File: config.mk
export PLATFORM = sky130hd
export DESIGN_NAME = i2c_regslave
export DESIGN_NICKNAME = d
export VERILOG_FILES = /design/src/rtl/i2c_rs_pkg.sv /design/src/rtl/i2c_rs_sync.sv /design/src/rtl/i2c_rs_busev.sv /design/src/rtl/i2c_rs_regfile.sv /design/src/rtl/i2c_rs_ctrl.sv /design/src/rtl/i2c_regslave.sv
export SDC_FILE = /design/constraint.sdc
export NUM_CORES = 1
export LEC_CHECK = 0
export ABC_AREA = 1
export BUFFER_PORTS_ARGS = -buffer_cell sky130_fd_sc_hd__buf_2
export CAP_MARGIN = 0
export CORE_MARGIN = 2
export CORE_UTILIZATION = 55
export DETAILED_ROUTE_END_ITERATION = 6
export PLACE_DENSITY = 0.7
export SYNTH_ARGS = -nofsm -noshare
export SYNTH_HDL_FRONTEND = slang
export SYNTH_SLANG_ARGS = --single-unit
File: constraint.sdc
create_clock -name clk -period 2.85 [get_ports clk]
set_clock_uncertainty 0.15 [all_clocks]
set_input_delay 0.4275 -clock clk [delete_from_list [all_inputs] [get_ports clk]]
set_output_delay 0.4275 -clock clk [all_outputs]
set_load 0.005 [all_outputs]
File: src/rtl/i2c_rs_pkg.sv
package i2c_rs_pkg;
    localparam int BYTE_W = 8;

    typedef enum logic [2:0] {
        PH_IDLE,
        PH_ADDR,
        PH_AACK,
        PH_RX,
        PH_RACK,
        PH_TX,
        PH_TACK,
        PH_HOLD
    } phase_e;
endpackage

File: src/rtl/i2c_rs_sync.sv
module i2c_rs_sync #(
    parameter int WIDTH  = 2,
    parameter int STAGES = 2
) (
    input  logic             clk,
    input  logic             rst_n,
    input  logic [WIDTH-1:0] async_i,
    output logic [WIDTH-1:0] sync_o
);
    for (genvar g = 0; g < WIDTH; g++) begin : g_line
        logic [STAGES-1:0] chain_d, chain_q;

        always_comb begin
            chain_d = {chain_q[STAGES-2:0], async_i[g]};
        end

        always_ff @(posedge clk or negedge rst_n) begin
            if (!rst_n) chain_q <= '1;
            else        chain_q <= chain_d;
        end

        assign sync_o[g] = chain_q[STAGES-1];
    end
endmodule

File: src/rtl/i2c_rs_busev.sv
module i2c_rs_busev (
    input  logic clk,
    input  logic rst_n,
    input  logic scl_s,
    input  logic sda_s,
    output logic start_o,
    output logic stop_o,
    output logic rise_o,
    output logic fall_o
);
    typedef struct packed {
        logic scl;
        logic sda;
    } prev_s;

    prev_s prev_d, prev_q;

    always_comb begin
        prev_d.scl = scl_s;
        prev_d.sda = sda_s;
    end

    always_ff @(posedge clk or negedge rst_n) begin
        if (!rst_n) prev_q <= '{scl: 1'b1, sda: 1'b1};
        else        prev_q <= prev_d;
    end

    // SDA moving while SCL stays high marks a bus condition
    assign start_o = prev_q.scl && scl_s && prev_q.sda && !sda_s;
    assign stop_o  = prev_q.scl && scl_s && !prev_q.sda && sda_s;
    assign rise_o  = !prev_q.scl && scl_s;
    assign fall_o  = prev_q.scl && !scl_s;
endmodule

File: src/rtl/i2c_rs_regfile.sv
module i2c_rs_regfile #(
    parameter int NUM_REGS = 48,
    parameter int PTR_W    = 6
) (
    input  logic                          clk,
    input  logic                          rst_n,
    input  logic                          we_i,
    input  logic [PTR_W-1:0]              addr_i,
    input  logic [i2c_rs_pkg::BYTE_W-1:0] wdata_i,
    output logic [i2c_rs_pkg::BYTE_W-1:0] rdata_o
);
    import i2c_rs_pkg::*;

    logic [BYTE_W-1:0] mem_d [NUM_REGS];
    logic [BYTE_W-1:0] mem_q [NUM_REGS];
    logic              in_range;

    assign in_range = (32'(addr_i) < NUM_REGS);

    always_comb begin
        mem_d = mem_q;
        if (we_i && in_range) mem_d[addr_i] = wdata_i;
    end

    always_ff @(posedge clk or negedge rst_n) begin
        if (!rst_n) begin
            for (int i = 0; i < NUM_REGS; i++) mem_q[i] <= '0;
        end else begin
            mem_q <= mem_d;
        end
    end

    assign rdata_o = in_range ? mem_q[addr_i] : '0;
endmodule

File: src/rtl/i2c_rs_ctrl.sv
module i2c_rs_ctrl #(
    parameter logic [6:0] DEV_ADDR = 7'h3A,
    parameter int         NUM_REGS = 48,
    parameter int         PTR_W    = 6
) (
    input  logic                          clk,
    input  logic                          rst_n,
    input  logic                          sda_s,
    input  logic                          start_i,
    input  logic                          stop_i,
    input  logic                          rise_i,
    input  logic                          fall_i,
    input  logic                          dsp_mode_i,
    input  logic [i2c_rs_pkg::BYTE_W-1:0] rdata_i,
    output logic                          we_o,
    output logic [PTR_W-1:0]              ptr_o,
    output logic [i2c_rs_pkg::BYTE_W-1:0] wdata_o,
    output logic                          sda_oe_o
);
    import i2c_rs_pkg::*;

    localparam int LAST = NUM_REGS - 1;

    typedef struct packed {
        phase_e            ph;
        logic [2:0]        cnt;
        logic              full;
        logic [BYTE_W-1:0] sh;
        logic [PTR_W-1:0]  ptr;
        logic              oe;
        logic              rw;
        logic              idx_pend;
        logic              idx_seen;
        logic              mack;
    } ctrl_s;

    ctrl_s            q, d;
    logic             we;
    logic [PTR_W-1:0] ptr_next;
    logic [PTR_W-1:0] idx_fold;
    logic             addr_ok;

    assign ptr_next = (32'(q.ptr) == LAST) ? '0 : q.ptr + 1'b1;
    assign idx_fold = (32'(q.sh) > LAST) ? '0 : q.sh[PTR_W-1:0];
    assign addr_ok  = (q.sh[7:1] == DEV_ADDR) &&
                      !(q.sh[0] && dsp_mode_i && !q.idx_seen);

    always_comb begin
        d  = q;
        we = 1'b0;
        if (stop_i) begin
            d.ph       = PH_IDLE;
            d.oe       = 1'b0;
            d.idx_pend = 1'b0;
            d.idx_seen = 1'b0;
        end else if (start_i) begin
            d.ph   = PH_ADDR;
            d.cnt  = '0;
            d.full = 1'b0;
            d.oe   = 1'b0;
        end else begin
            unique case (q.ph)
                PH_ADDR, PH_RX: begin
                    if (rise_i) begin
                        d.sh   = {q.sh[BYTE_W-2:0], sda_s};
                        d.cnt  = q.cnt + 1'b1;
                        d.full = (q.cnt == 3'd7);
                    end else if (fall_i && q.full) begin
                        d.full = 1'b0;
                        if (q.ph == PH_ADDR) begin
                            if (addr_ok) begin
                                d.oe       = 1'b1;
                                d.rw       = q.sh[0];
                                d.idx_pend = !q.sh[0];
                                d.ph       = PH_AACK;
                            end else begin
                                d.ph = PH_HOLD;
                            end
                        end else begin
                            d.oe = 1'b1;
                            d.ph = PH_RACK;
                            if (q.idx_pend) begin
                                d.ptr      = idx_fold;
                                d.idx_pend = 1'b0;
                                d.idx_seen = 1'b1;
                            end else begin
                                we    = 1'b1;
                                d.ptr = ptr_next;
                            end
                        end
                    end
                end
                PH_AACK: begin
                    if (fall_i) begin
                        d.cnt = '0;
                        if (q.rw) begin
                            d.sh = rdata_i;
                            d.oe = !rdata_i[BYTE_W-1];
                            d.ph = PH_TX;
                        end else begin
                            d.oe = 1'b0;
                            d.ph = PH_RX;
                        end
                    end
                end
                PH_RACK: begin
                    if (fall_i) begin
                        d.oe  = 1'b0;
                        d.cnt = '0;
                        d.ph  = PH_RX;
                    end
                end
                PH_TX: begin
                    if (fall_i) begin
                        if (q.cnt == 3'd7) begin
                            d.oe  = 1'b0;
                            d.ptr = ptr_next;
                            d.ph  = PH_TACK;
                        end else begin
                            d.sh  = {q.sh[BYTE_W-2:0], 1'b0};
                            d.oe  = !q.sh[BYTE_W-2];
                            d.cnt = q.cnt + 1'b1;
                        end
                    end
                end
                PH_TACK: begin
                    if (rise_i) begin
                        d.mack = !sda_s;
                    end else if (fall_i) begin
                        if (q.mack) begin
                            d.sh  = rdata_i;
                            d.oe  = !rdata_i[BYTE_W-1];
                            d.cnt = '0;
                            d.ph  = PH_TX;
                        end else begin
                            d.ph = PH_HOLD;
                        end
                    end
                end
                default: ;
            endcase
        end
    end

    always_ff @(posedge clk or negedge rst_n) begin
        if (!rst_n) q <= '{ph: PH_IDLE, default: '0};
        else        q <= d;
    end

    assign we_o     = we;
    assign ptr_o    = q.ptr;
    assign wdata_o  = q.sh;
    assign sda_oe_o = q.oe;
endmodule

File: src/rtl/i2c_regslave.sv
module i2c_regslave #(
    parameter logic [6:0] DEV_ADDR    = 7'h3A,
    parameter int         NUM_REGS    = 48,
    parameter int         SYNC_STAGES = 2
) (
    input  logic clk,
    input  logic rst_n,
    input  logic scl_i,
    input  logic sda_i,
    input  logic dsp_mode_i,
    output logic sda_oe_o
);
    import i2c_rs_pkg::*;

    localparam int PTR_W = $clog2(NUM_REGS);

    logic              scl_s, sda_s;
    logic              start_ev, stop_ev, rise_ev, fall_ev;
    logic              wr_en;
    logic [PTR_W-1:0]  ptr;
    logic [BYTE_W-1:0] wdata, rdata;

    i2c_rs_sync #(.WIDTH(2), .STAGES(SYNC_STAGES)) u_sync (
        .clk     (clk),
        .rst_n   (rst_n),
        .async_i ({scl_i, sda_i}),
        .sync_o  ({scl_s, sda_s})
    );

    i2c_rs_busev u_busev (
        .clk     (clk),
        .rst_n   (rst_n),
        .scl_s   (scl_s),
        .sda_s   (sda_s),
        .start_o (start_ev),
        .stop_o  (stop_ev),
        .rise_o  (rise_ev),
        .fall_o  (fall_ev)
    );

    i2c_rs_ctrl #(.DEV_ADDR(DEV_ADDR), .NUM_REGS(NUM_REGS), .PTR_W(PTR_W)) u_ctrl (
        .clk        (clk),
        .rst_n      (rst_n),
        .sda_s      (sda_s),
        .start_i    (start_ev),
        .stop_i     (stop_ev),
        .rise_i     (rise_ev),
        .fall_i     (fall_ev),
        .dsp_mode_i (dsp_mode_i),
        .rdata_i    (rdata),
        .we_o       (wr_en),
        .ptr_o      (ptr),
        .wdata_o    (wdata),
        .sda_oe_o   (sda_oe_o)
    );

    i2c_rs_regfile #(.NUM_REGS(NUM_REGS), .PTR_W(PTR_W)) u_regs (
        .clk     (clk),
        .rst_n   (rst_n),
        .we_i    (wr_en),
        .addr_i  (ptr),
        .wdata_i (wdata),
        .rdata_o (rdata)
    );
endmodule

==> results of run 1 <==
==> worst max-delay path by stage <==
stage | depth (start not counted) | endpoint | slack [ps] | startpoint
4_1_cts | 6 | u_regs.mem_q[52] | 180 | u_ctrl.ptr_o[0]
6_report | 5 | u_regs.mem_q[117] | 40 | u_ctrl.ptr_o[0]
3_3_place_gp | 6 | u_regs.mem_q[54] | 250 | u_ctrl.ptr_o[0]
3_5_place_dp | 6 | u_regs.mem_q[52] | 190 | u_ctrl.ptr_o[0]
2_1_floorplan | 11 | u_regs.mem_q[278] | 750 | u_busev.prev_q[1]
5_1_grt | 5 | u_regs.mem_q[48] | 10 | u_ctrl.ptr_o[0]
==> sequential cells by signal (all words and copies together) (netlist names) <==
register and count:
u_busev.prev_q 2, u_ctrl.ptr_o 6, u_ctrl.wdata_o 8, u_regs.mem_q 384, u_sync.g_line.chain_q 4, u_ctrl.q 11
u_ctrl.sda_oe_o 1
==> routing by layer <==
| metal | vias up | track usage (%) |
|---|---|---|
| met5 | - | 0 |
| met4 | 0 | 15.2 |
| met3 | 150 | 4.09 |
| met2 | 641 | 46.5 |
| met1 | 8373 | 43.1 |
| li1 | 8501 | - |
==> cell families after synthesis <==
kind of cell / after synthesis / share of synthesized area [%]
AOI/OAI and AO/OA: 485 / 12.1
adders and majority gates: 3 / 0.184
buffers and inverters: 236 / 5.01
DFF: 416 / 51.2
and+or+nand+nor: 1575 / 31.5
==> cells in the mapped netlist (2+ instances only) <==
library cell | number | area, um^2
nand2_1 | 1435 | 5390
o21ai_0 | 415 | 2080
dfrtp_1 | 410 | 10300
clkbuf_1 | 103 | 387
nor2_1 | 63 | 236
inv_1 | 56 | 210
buf_2 | 39 | 195
a21oi_1 | 37 | 185
buf_1 | 21 | 78.8
o21ai_1 | 19 | 95.1
nand3_1 | 16 | 80.1
nand3_4 | 14 | 245
nand4_1 | 8 | 50.1
buf_6 | 6 | 67.6
dfstp_2 | 6 | 158
inv_2 | 6 | 22.5
nand4_4 | 6 | 128
o211ai_1 | 6 | 45.0
nor3_1 | 5 | 25.0
or2_2 | 5 | 31.3
nand2_2 | 4 | 25.0
nor2_4 | 4 | 45.0
nor3_2 | 4 | 40.0
ha_1 | 3 | 37.5
nor2_2 | 3 | 18.8
a22oi_1 | 2 | 15.0
buf_12 | 2 | 40.0
nand4_2 | 2 | 25.0
nor3_4 | 2 | 32.5
==> final cells by class <==
type | count | area share (%)
Sequential cell | 416 | 46.3
Multi-Input combinational cell | 2063 | 39.6
Clock buffer | 70 | 6.00
Timing Repair Buffer | 77 | 3.48
Tap cell | 468 | 2.60
Inverter | 64 | 1.11
Clock inverter | 13 | 0.862
==> through the flow <==
stage | util, % | cells | hold slack (ps) | setup slack, ps | cell area (um^2)
2_1_floorplan | - | 2715 | -18.1 | 745 | 20400
3_3_place_gp | 57.3 | 3085 | 195 | 249 | 20900
3_5_place_dp | 57.3 | 3085 | 199 | 186 | 20900
4_1_cts | 61.6 | 3171 | 189 | 177 | 22500
5_1_grt | 61.6 | 3171 | 211 | 14.0 | 22500
6_report | 61.6 | 3171 | 183 | 43.5 | 22500
==> critical path, stage by stage (launching register included) <==
cell,delay [ps]
dfrtp_4,490
inv_6,210
buf_4,270
nor2_1,740
nand2_1,510
o21ai_0,330
==> repair_timing <==
item	4_1_cts	5_1_grt
gates resized for setup	0	0
hold buffers	3	0
hold endpoints to repair	117	0
==> power by group <==
| group | total, W | internal [W] | switching, W |
|---|---|---|---|
| clock network | 0.00612 | 0.00363 | 0.00248 |
| logic | 0.00570 | 0.00130 | 0.00440 |
| registers | 0.00665 | 0.00630 | 0.000342 |
| total | 0.0185 | 0.0112 | 0.00723 |
==> placed cells by master, fill, tap and decap left out, drive strengths merged, types with 2 or more instances in the layout <==
| cell type | instances |
|---|---|
| clkbuf | 70 |
| nor4 | 2 |
| inv | 63 |
| dfrtp | 410 |
| o211ai | 6 |
| nand2 | 1440 |
| dlygate4sd3 | 3 |
| nand4 | 16 |
| or2 | 5 |
| dfstp | 6 |
| clkinv | 9 |
| a21oi | 37 |
| buf | 74 |
| a22oi | 2 |
| nand3 | 30 |
| nor2 | 70 |
| nor3 | 11 |
| bufinv | 4 |
| o21ai | 434 |
| ha | 3 |
==> impl_metrics.csv, run 1 <==
group,metric,value,unit
status,outcome,"finished clean",
detailed_routing,wl_met1,25400,um
cts,clk_pin_slew,60,ps
min_path,hp-class,"in -> async",
yosys,synth_cells,2715,
grt,grtUsageTotal,30.5,%
detailed_routing,first_pass_iters,6,
setup_path,cp.arrival,3160,ps
detailed_routing,route.detailed.drc,0,
setup_path,required,3200,ps
yosys,yosysSeqAreaShare,51.2,%
cts,post-cts-setup-buffers,0,
setup_path,reg2reg_slack,40,ps
yosys,synth_edf_count,0,
detailed_routing,wl_per_cell,17.9,um
finish,syn_to_final_growth,10.6,%
yosys,synth_cell_types,42,
detailed_routing,ant_nets,0,
placement,gp_congestion,0.904,
setup_path,path_class,"reg -> reg",
floorplanning,die-area,38600,um^2
finish,diodes,0,
yosys,avgSynthCellArea,7.50,um^2
cts,root_buffer,"clkbuf_16",
floorplanning,io_pins,6,
detailed_routing,top_layer,"met4",
timing,rsz0062_at_grt,"no",
floorplanning,start_util,55.8,%
detailed_routing,wl_met2,24900,um
detailed_routing,vias,17665,
finish,n_fill_cell,3254,
timing,fin_crit_sh,98.5,%
setup_path,crit_fanout,51,
yosys,netlist_area,20400,um^2
yosys,async_flop_share,100,%
grt,grt_pass1_wl,92800,um
floorplanning,core-area,36500,um^2
power,power.leakage,11.3,nW
detailed_routing,wl_met3,3590,um
finish,drive_above_1_share,7.66,%
power,vdd_drop_max,0.555,mV
setup_path,reg2regPathDepth,5,
timing,worstMarginPinSlew,947,ps
finish,seqCellArea,10400,um^2
grt,grt_pass1_vias,17038,
yosys,synth_nets,2723,
detailed_routing,drt-initial-drc-count,1766,
timing,hold_viol,0,
power,finalPower,0.0185,W
timing,maxSlewViolCount,0,
setup_path,r2r-end,"u_regs.mem_q[117]",
timing,fin_crit,2810,ps
cts,cts_buffers,45,
grt,gr-total-overflow,0,
setup_path,r2r_start,"u_ctrl.ptr_o[0]",
detailed_routing,wl,56700,um
yosys,ys_seq_elements,416,
timing,slew_headroom,36.7,%
timing,fmaxAchievable,0.356,GHz
yosys,synth_flop_cell,"dfrtp_1",
placement,io_buffers,5,
finish,multi_input_area,8920,um^2
cts,cts.path.max_buffers,3,
cts,cts_max_level,2,
timing,fin_tns_setup,0,ps
timing,setup_viol_count_final,0,
grt,grt_max_degree,85,
floorplanning,die_x,196,um
cts,cts_tree,"yes",
detailed_routing,viasPerCell,5.57,
floorplanning,die_h,196,um
setup_path,crit_path_start_kind,"register",
yosys,yosys_warnings,0,
cts,clock_latency,610,ps
run,drv_cap,0,
floorplanning,num_rows,70,
power,powerDensity,820,nW/um^2
finish,finalNetCount,2675,
grt,antenna_found_initial,0,
placement,hpwl,35400,um
cts,clock-sinks,416,
setup_path,endpoint_kind,"register",
No activity file was read; power rests on OpenSTA's default activity.
==> inputs of run 2 (changes only) <==
--- a/config.mk
+++ b/config.mk
@@ -8,10 +8,11 @@
 export ABC_AREA = 1
 export BUFFER_PORTS_ARGS = -buffer_cell sky130_fd_sc_hd__buf_2
 export CAP_MARGIN = 0
-export CORE_MARGIN = 2
+export CORE_MARGIN = 4
 export CORE_UTILIZATION = 55
+export CTS_CLUSTER_DIAMETER = 30
 export DETAILED_ROUTE_END_ITERATION = 6
-export PLACE_DENSITY = 0.7
+export PLACE_DENSITY = 0.75
 export SYNTH_ARGS = -nofsm -noshare
 export SYNTH_HDL_FRONTEND = slang
 export SYNTH_SLANG_ARGS = --single-unit
==> run 2 against run 1 <==
Effect of this change: die area up 4.1%; count of clock-buffer cells in the layout up 44; core utilization is 4.9 points higher; hold slack improved by 21 ps; cell count up 2.9%; non-clock buffer count rose by 2; critical path depth grew 4; critical path type unchanged; critical endpoint is now u_regs.mem_q[293]; largest power group is now the clock network; highest routed layer unchanged.
==> impl_metrics.csv, run 2 (synthesis results as in run 1) <==
group,metric,value,unit
status,outcome,"finished clean",
timing,fin_crit_sh,90.1,%
grt,grtUsageTotal,29.0,%
cts,cts.path.max_buffers,3,
setup_path,required,3170,ps
detailed_routing,viasPerCell,5.58,
floorplanning,die_x,200,um
floorplanning,num_rows,70,
finish,regMostFlops,"u_regs.mem_q",
cts,post-cts-setup-buffers,0,
placement,postPlaceCellArea,20900,um^2
finish,seqCellArea,10400,um^2
min_path,hp-class,"reg -> reg",
finish,fin_area,24300,um^2
cts,cts_buffers,94,
placement,pre_cts_slack,333,ps
finish,multi_input_area,8920,um^2
run,drv_cap,0,
timing,slew_headroom,52.1,%
detailed_routing,drt-initial-drc-count,1837,
floorplanning,die_h,200,um
finish,diodes,0,
detailed_routing,first_pass_iters,6,
timing,worst_slack,282,ps
floorplanning,core-area,36500,um^2
timing,fin_tns_setup,0,ps
timing,worstMarginPinSlew,715,ps
placement,gp_congestion,0.936,
setup_path,crit_path_top_delay_cell,"dfstp_2",
floorplanning,io_pins,6,
timing,fmaxAchievable,0.389,GHz
timing,hold_viol,0,
timing,rsz0062_at_grt,"no",
finish,final_common_cell,"nand2_1",
setup_path,path_cells,"nand2_2 -> nor2_2 -> inv_1 -> nor3_2 -> nand2_4 -> nor3_4 -> nand2_1 -> nand2_1 -> o21ai_0",
finish,final_cell_mix,"nand2_1, o21ai_0, dfrtp_1, clkbuf_16, nor2_1",
detailed_routing,ant_nets,0,
detailed_routing,route.detailed.drc,0,
detailed_routing,vias,18200,
timing,fin_crit,2570,ps
cts,cts_max_level,3,
detailed_routing,wl,58400,um
cts,cts_tree,"yes",
floorplanning,start_util,55.8,%
cts,clock_latency,620,ps
placement,hpwl,34300,um
finish,stdcell_count,3264,
setup_path,cpMostUsedCell,"nand2_1",
setup_path,cp.arrival,2880,ps
setup_path,crit_buf_inv,1,
cts,cts_resized,0,
finish,drive_above_1_share,11.0,%
grt,grt_max_degree,76,
power,finalPower,0.0238,W
setup_path,crit_path_start_kind,"register",
finish,syn_to_final_growth,19.4,%
finish,n_fill_cell,2905,
setup_path,cp_top_family,"simple AND/OR/NAND/NOR gates",
floorplanning,die-area,40200,um^2
cts,hold_buffers,3,
cts,root_buffer,"clkbuf_16",
cts,clk_pin_slew,50,ps
finish,finalNetCount,2726,
timing,maxSlewViolCount,0,
placement,io_buffers,5,
grt,antenna_found_initial,0,
setup_path,crit_fanout,16,
power,powerDensity,979,nW/um^2
timing,setup_viol_count_final,0,
setup_path,path_class,"reg -> reg",
power,power.leakage,12.1,nW
grt,grt_pass1_vias,18090,
setup_path,slowest_delay,560,ps
grt,grt_pass1_wl,95400,um
setup_path,endpoint_kind,"register",
power,vdd_drop_max,0.614,mV
cts,clock-sinks,416,
placement,place_inst,3087,
detailed_routing,wl_per_cell,17.9,um
finish,largest_reg_flops,384,
grt,gr-total-overflow,0,
[run 2: cell count changes in the layout (fill, tap and decap cells not counted)]
| cell | change |
|---|---|
| buf_12 | -3 |
| buf_4 | +5 |
| bufinv_16 | +11 |
| clkbuf_1 | -7 |
| clkbuf_16 | +50 |
| clkbuf_8 | +1 |
| clkinv_1 | +5 |
| clkinv_2 | +7 |
| clkinv_4 | +3 |
| clkinvlp_4 | +15 |
| inv_1 | -5 |
| inv_16 | -1 |
| inv_6 | +12 |
[run 2: per-layer routing]
layer | GRT usage [%] | share of wire [%]
met1 | 38.9 | 42
met2 | 45.8 | 46
met3 | 6.37 | 7.6
met4 | 13.1 | 4.2
met5 | 0 | 0
[run 2: final timing paths]
path | startpoint | end | slack [ps] | depth (start not counted)
max reg2reg | u_busev.prev_q[1] | u_regs.mem_q[293] | 280 | 9
min reg2reg | u_sync.g_line[0].chain_q[0] | u_sync.g_line[0].chain_q[1] | 200 | 0
max | u_busev.prev_q[1] | u_regs.mem_q[293] | 280 | 9
max in group asynchronous | rst_n | u_busev.prev_q[0] | 1510 | 3
min | u_sync.g_line[0].chain_q[0] | u_sync.g_line[0].chain_q[1] | 200 | 0
min in group asynchronous | rst_n | u_regs.mem_q[160] | 230 | 2
[run 2: area by class of cell]
cell class	instances	share of cell area, %
Sequential cell	416	42.9
Tap cell	468	2.41
Clock buffer	114	10.7
Multi-Input combinational cell	2063	36.7
Clock inverter	60	3.22
Inverter	64	1.03
Timing Repair Buffer	79	3.13
[run 2: report_power, final]
group	internal [W]	switching [W]	total [W]
Combinational	0.00127	0.00447	0.00574
Clock	0.00783	0.00352	0.0113
Sequential	0.00632	0.000384	0.00671
[run 2: stage by stage]
step	hold slack, ps	util (%)
floorplan	-18.1	-
global placement	196	57.3
detailed placement	198	57.3
CTS	206	66.6
global route	211	66.6
finish	204	66.6
==> inputs of run 3 (changes only) <==
--- a/config.mk
+++ b/config.mk
@@ -13,6 +13,7 @@
 export CTS_CLUSTER_DIAMETER = 30
 export DETAILED_ROUTE_END_ITERATION = 6
 export PLACE_DENSITY = 0.75
+export REMOVE_ABC_BUFFERS = 1
 export SYNTH_ARGS = -nofsm -noshare
 export SYNTH_HDL_FRONTEND = slang
 export SYNTH_SLANG_ARGS = --single-unit
==> run 3 against run 2 <==
Effect of this change: non-clock buffer count shrank 5; sequential share of layout area up 0.45 points; hold slack about the same; critical path depth is the same; largest cell class unchanged; largest power group unchanged; sequential cell count is the same; core utilization decreased by 0.69 points; critical endpoint is now u_regs.mem_q[223]; cell count decreased by 0.31%.
==> impl_metrics.csv, run 3 (synthesis results as in run 1) <==
group,metric,value,unit
status,outcome,"finished clean",
setup_path,cp.arrival,3060,ps
placement,hpwl,34000,um
finish,drive_above_1_share,10.7,%
detailed_routing,viasPerCell,5.59,
setup_path,crit_fanout,16,
grt,grt_pass1_wl,94300,um
detailed_routing,first_pass_iters,6,
timing,slew_headroom,49.9,%
timing,fin_crit_sh,96.5,%
finish,diodes,0,
cts,cts_buffers,92,
placement,io_buffers,5,
timing,fmaxAchievable,0.364,GHz
finish,finalNetCount,2719,
power,powerDensity,952,nW/um^2
grt,grt_max_degree,97,
placement,gp_congestion,0.939,
power,combinationalPowerShare,24.5,%
cts,cts_max_level,3,
timing,worstMarginPinSlew,746,ps
cts,clock_latency,600,ps
finish,n_fill_cell,2939,
grt,grtUsageTotal,28.5,%
detailed_routing,ant_nets,0,
floorplanning,core-area,36500,um^2
setup_path,crit_path_top_delay_cell,"dfstp_2",
cts,post-cts-setup-buffers,0,
timing,fin_tns_setup,0,ps
grt,gr-total-overflow,0,
cts,clk_pin_slew,50,ps
setup_path,endpoint_kind,"register",
timing,fin_crit,2750,ps
finish,final_cell_mix,"nand2_1, o21ai_0, dfrtp_1, clkbuf_16, nor2_1",
setup_path,path_class,"reg -> reg",
detailed_routing,route.detailed.drc,0,
run,drv_cap,0,
power,power.leakage,12.0,nW
power,seqPwrFrac,29.2,%
floorplanning,die-area,40200,um^2
floorplanning,start_util,55.8,%
grt,antenna_found_initial,0,
detailed_routing,wl,57300,um
power,vdd_drop_max,0.755,mV
finish,largest_reg_flops,384,
finish,syn_to_final_growth,18.2,%
cts,root_buffer,"clkbuf_16",
detailed_routing,wl_per_cell,17.6,um
timing,setup_viol_count_final,0,
min_path,hp-class,"reg -> reg",
finish,final_common_cell,"nand2_1",
power,p_int,0.0148,W
timing,rsz0062_at_grt,"yes",
setup_path,cp_top_family,"simple AND/OR/NAND/NOR gates",
setup_path,path_cells,"nand2_2 -> nor2_2 -> inv_1 -> nor3_2 -> nand2_4 -> nor4_2 -> nand2_1 -> nand2_1 -> o21ai_0",
cts,cts_tree,"yes",
setup_path,crit_path_start_kind,"register",
setup_path,crit_buf_inv,1,
cts,clock-sinks,416,
timing,hold_viol,0,
floorplanning,die_x,200,um
power,clockPowerShare,46.3,%
setup_path,cpMostUsedCell,"nand2_1",
floorplanning,io_pins,6,
cts,cts.path.max_buffers,3,
grt,grt_pass1_vias,18048,
floorplanning,die_h,200,um
detailed_routing,vias,18204,
power,netSwitchingPower,0.00815,W
power,swShare,35.6,%
setup_path,slowest_delay,550,ps
detailed_routing,drt-initial-drc-count,1867,
floorplanning,num_rows,70,
setup_path,required,3160,ps
timing,maxSlewViolCount,0,
finish,regMostFlops,"u_regs.mem_q",
power,finalPower,0.0229,W
==> run 3: layout make-up <==
cell class	instances	area (um^2)	area share, %
clock buffer	122	2630	10.9
clock inverter	47	527	2.19
inverter	64	250	1.04
multi-input combinational	2063	8940	37.1
sequential	416	10400	43.3
tap	468	586	2.43
timing repair buffer	74	711	2.95
==> run 3: final timing paths <==
kind	from	end	slack, ps	cells past startpoint
worst max-delay path	u_busev.prev_q[1]	u_regs.mem_q[223]	100	9
max in group asynchronous	rst_n	u_ctrl.ptr_o[0]	1380	3
worst max register to register	u_busev.prev_q[1]	u_regs.mem_q[223]	100	9
worst min-delay path	u_sync.g_line[1].chain_q[0]	u_sync.g_line[1].chain_q[1]	200	0
worst min register to register	u_sync.g_line[1].chain_q[0]	u_sync.g_line[1].chain_q[1]	200	0
min in group asynchronous	rst_n	u_regs.mem_q[164]	260	2
==> run 3: metrics by stage <==
stage	area [um^2]	hold WS, ps	util [%]	worst slack, ps	cells
after floorplan	19600	-18.1	-	-5050	2543
after global placement	20900	197	57.1	215	3082
after detailed placement	20900	198	57.1	167	3082
final	24100	204	65.9	99.7	3254
after global routing	24100	208	65.9	-159	3254
after CTS	24000	206	65.8	158	3254
==> run 3: what timing repair did <==
| action | in CTS | in global routing |
|---|---|---|
| endpoints found under the setup margin | 0 | 29 |
| gates resized for setup | 0 | 6 |
| hold buffers | 3 | 0 |
| hold endpoints to repair | 65 | 0 |
==> run 3: layer usage <==
layer  part of all wire (%)  up-vias  GRT usage [%]
met5                      0        -              0
met3                    7.8      156           5.69
li1                       -     8615              -
met2                     47      758           46.1
met4                    3.3        0           10.6
met1                     42     8675           38.7
==> run 3: worst reg2reg max path, cell delays in order (launching register included) <==
cell and delay [ps]:
dfstp_2 550, nand2_2 90, nor2_2 140, inv_1 120, nor3_2 190, nand2_4 180
nor4_2 450, nand2_1 480, nand2_1 170, o21ai_0 90
==> run 3: power groups by stage <==
stage	combinational (W)	sequential [W]	clock (W)
floorplan	0.00263	0.00702	0
global placement	0.00540	0.00674	0
detailed placement	0.00546	0.00676	0
CTS	0.00552	0.00668	0.0107
global route	0.00604	0.00673	0.0111
finish	0.00562	0.00670	0.0106
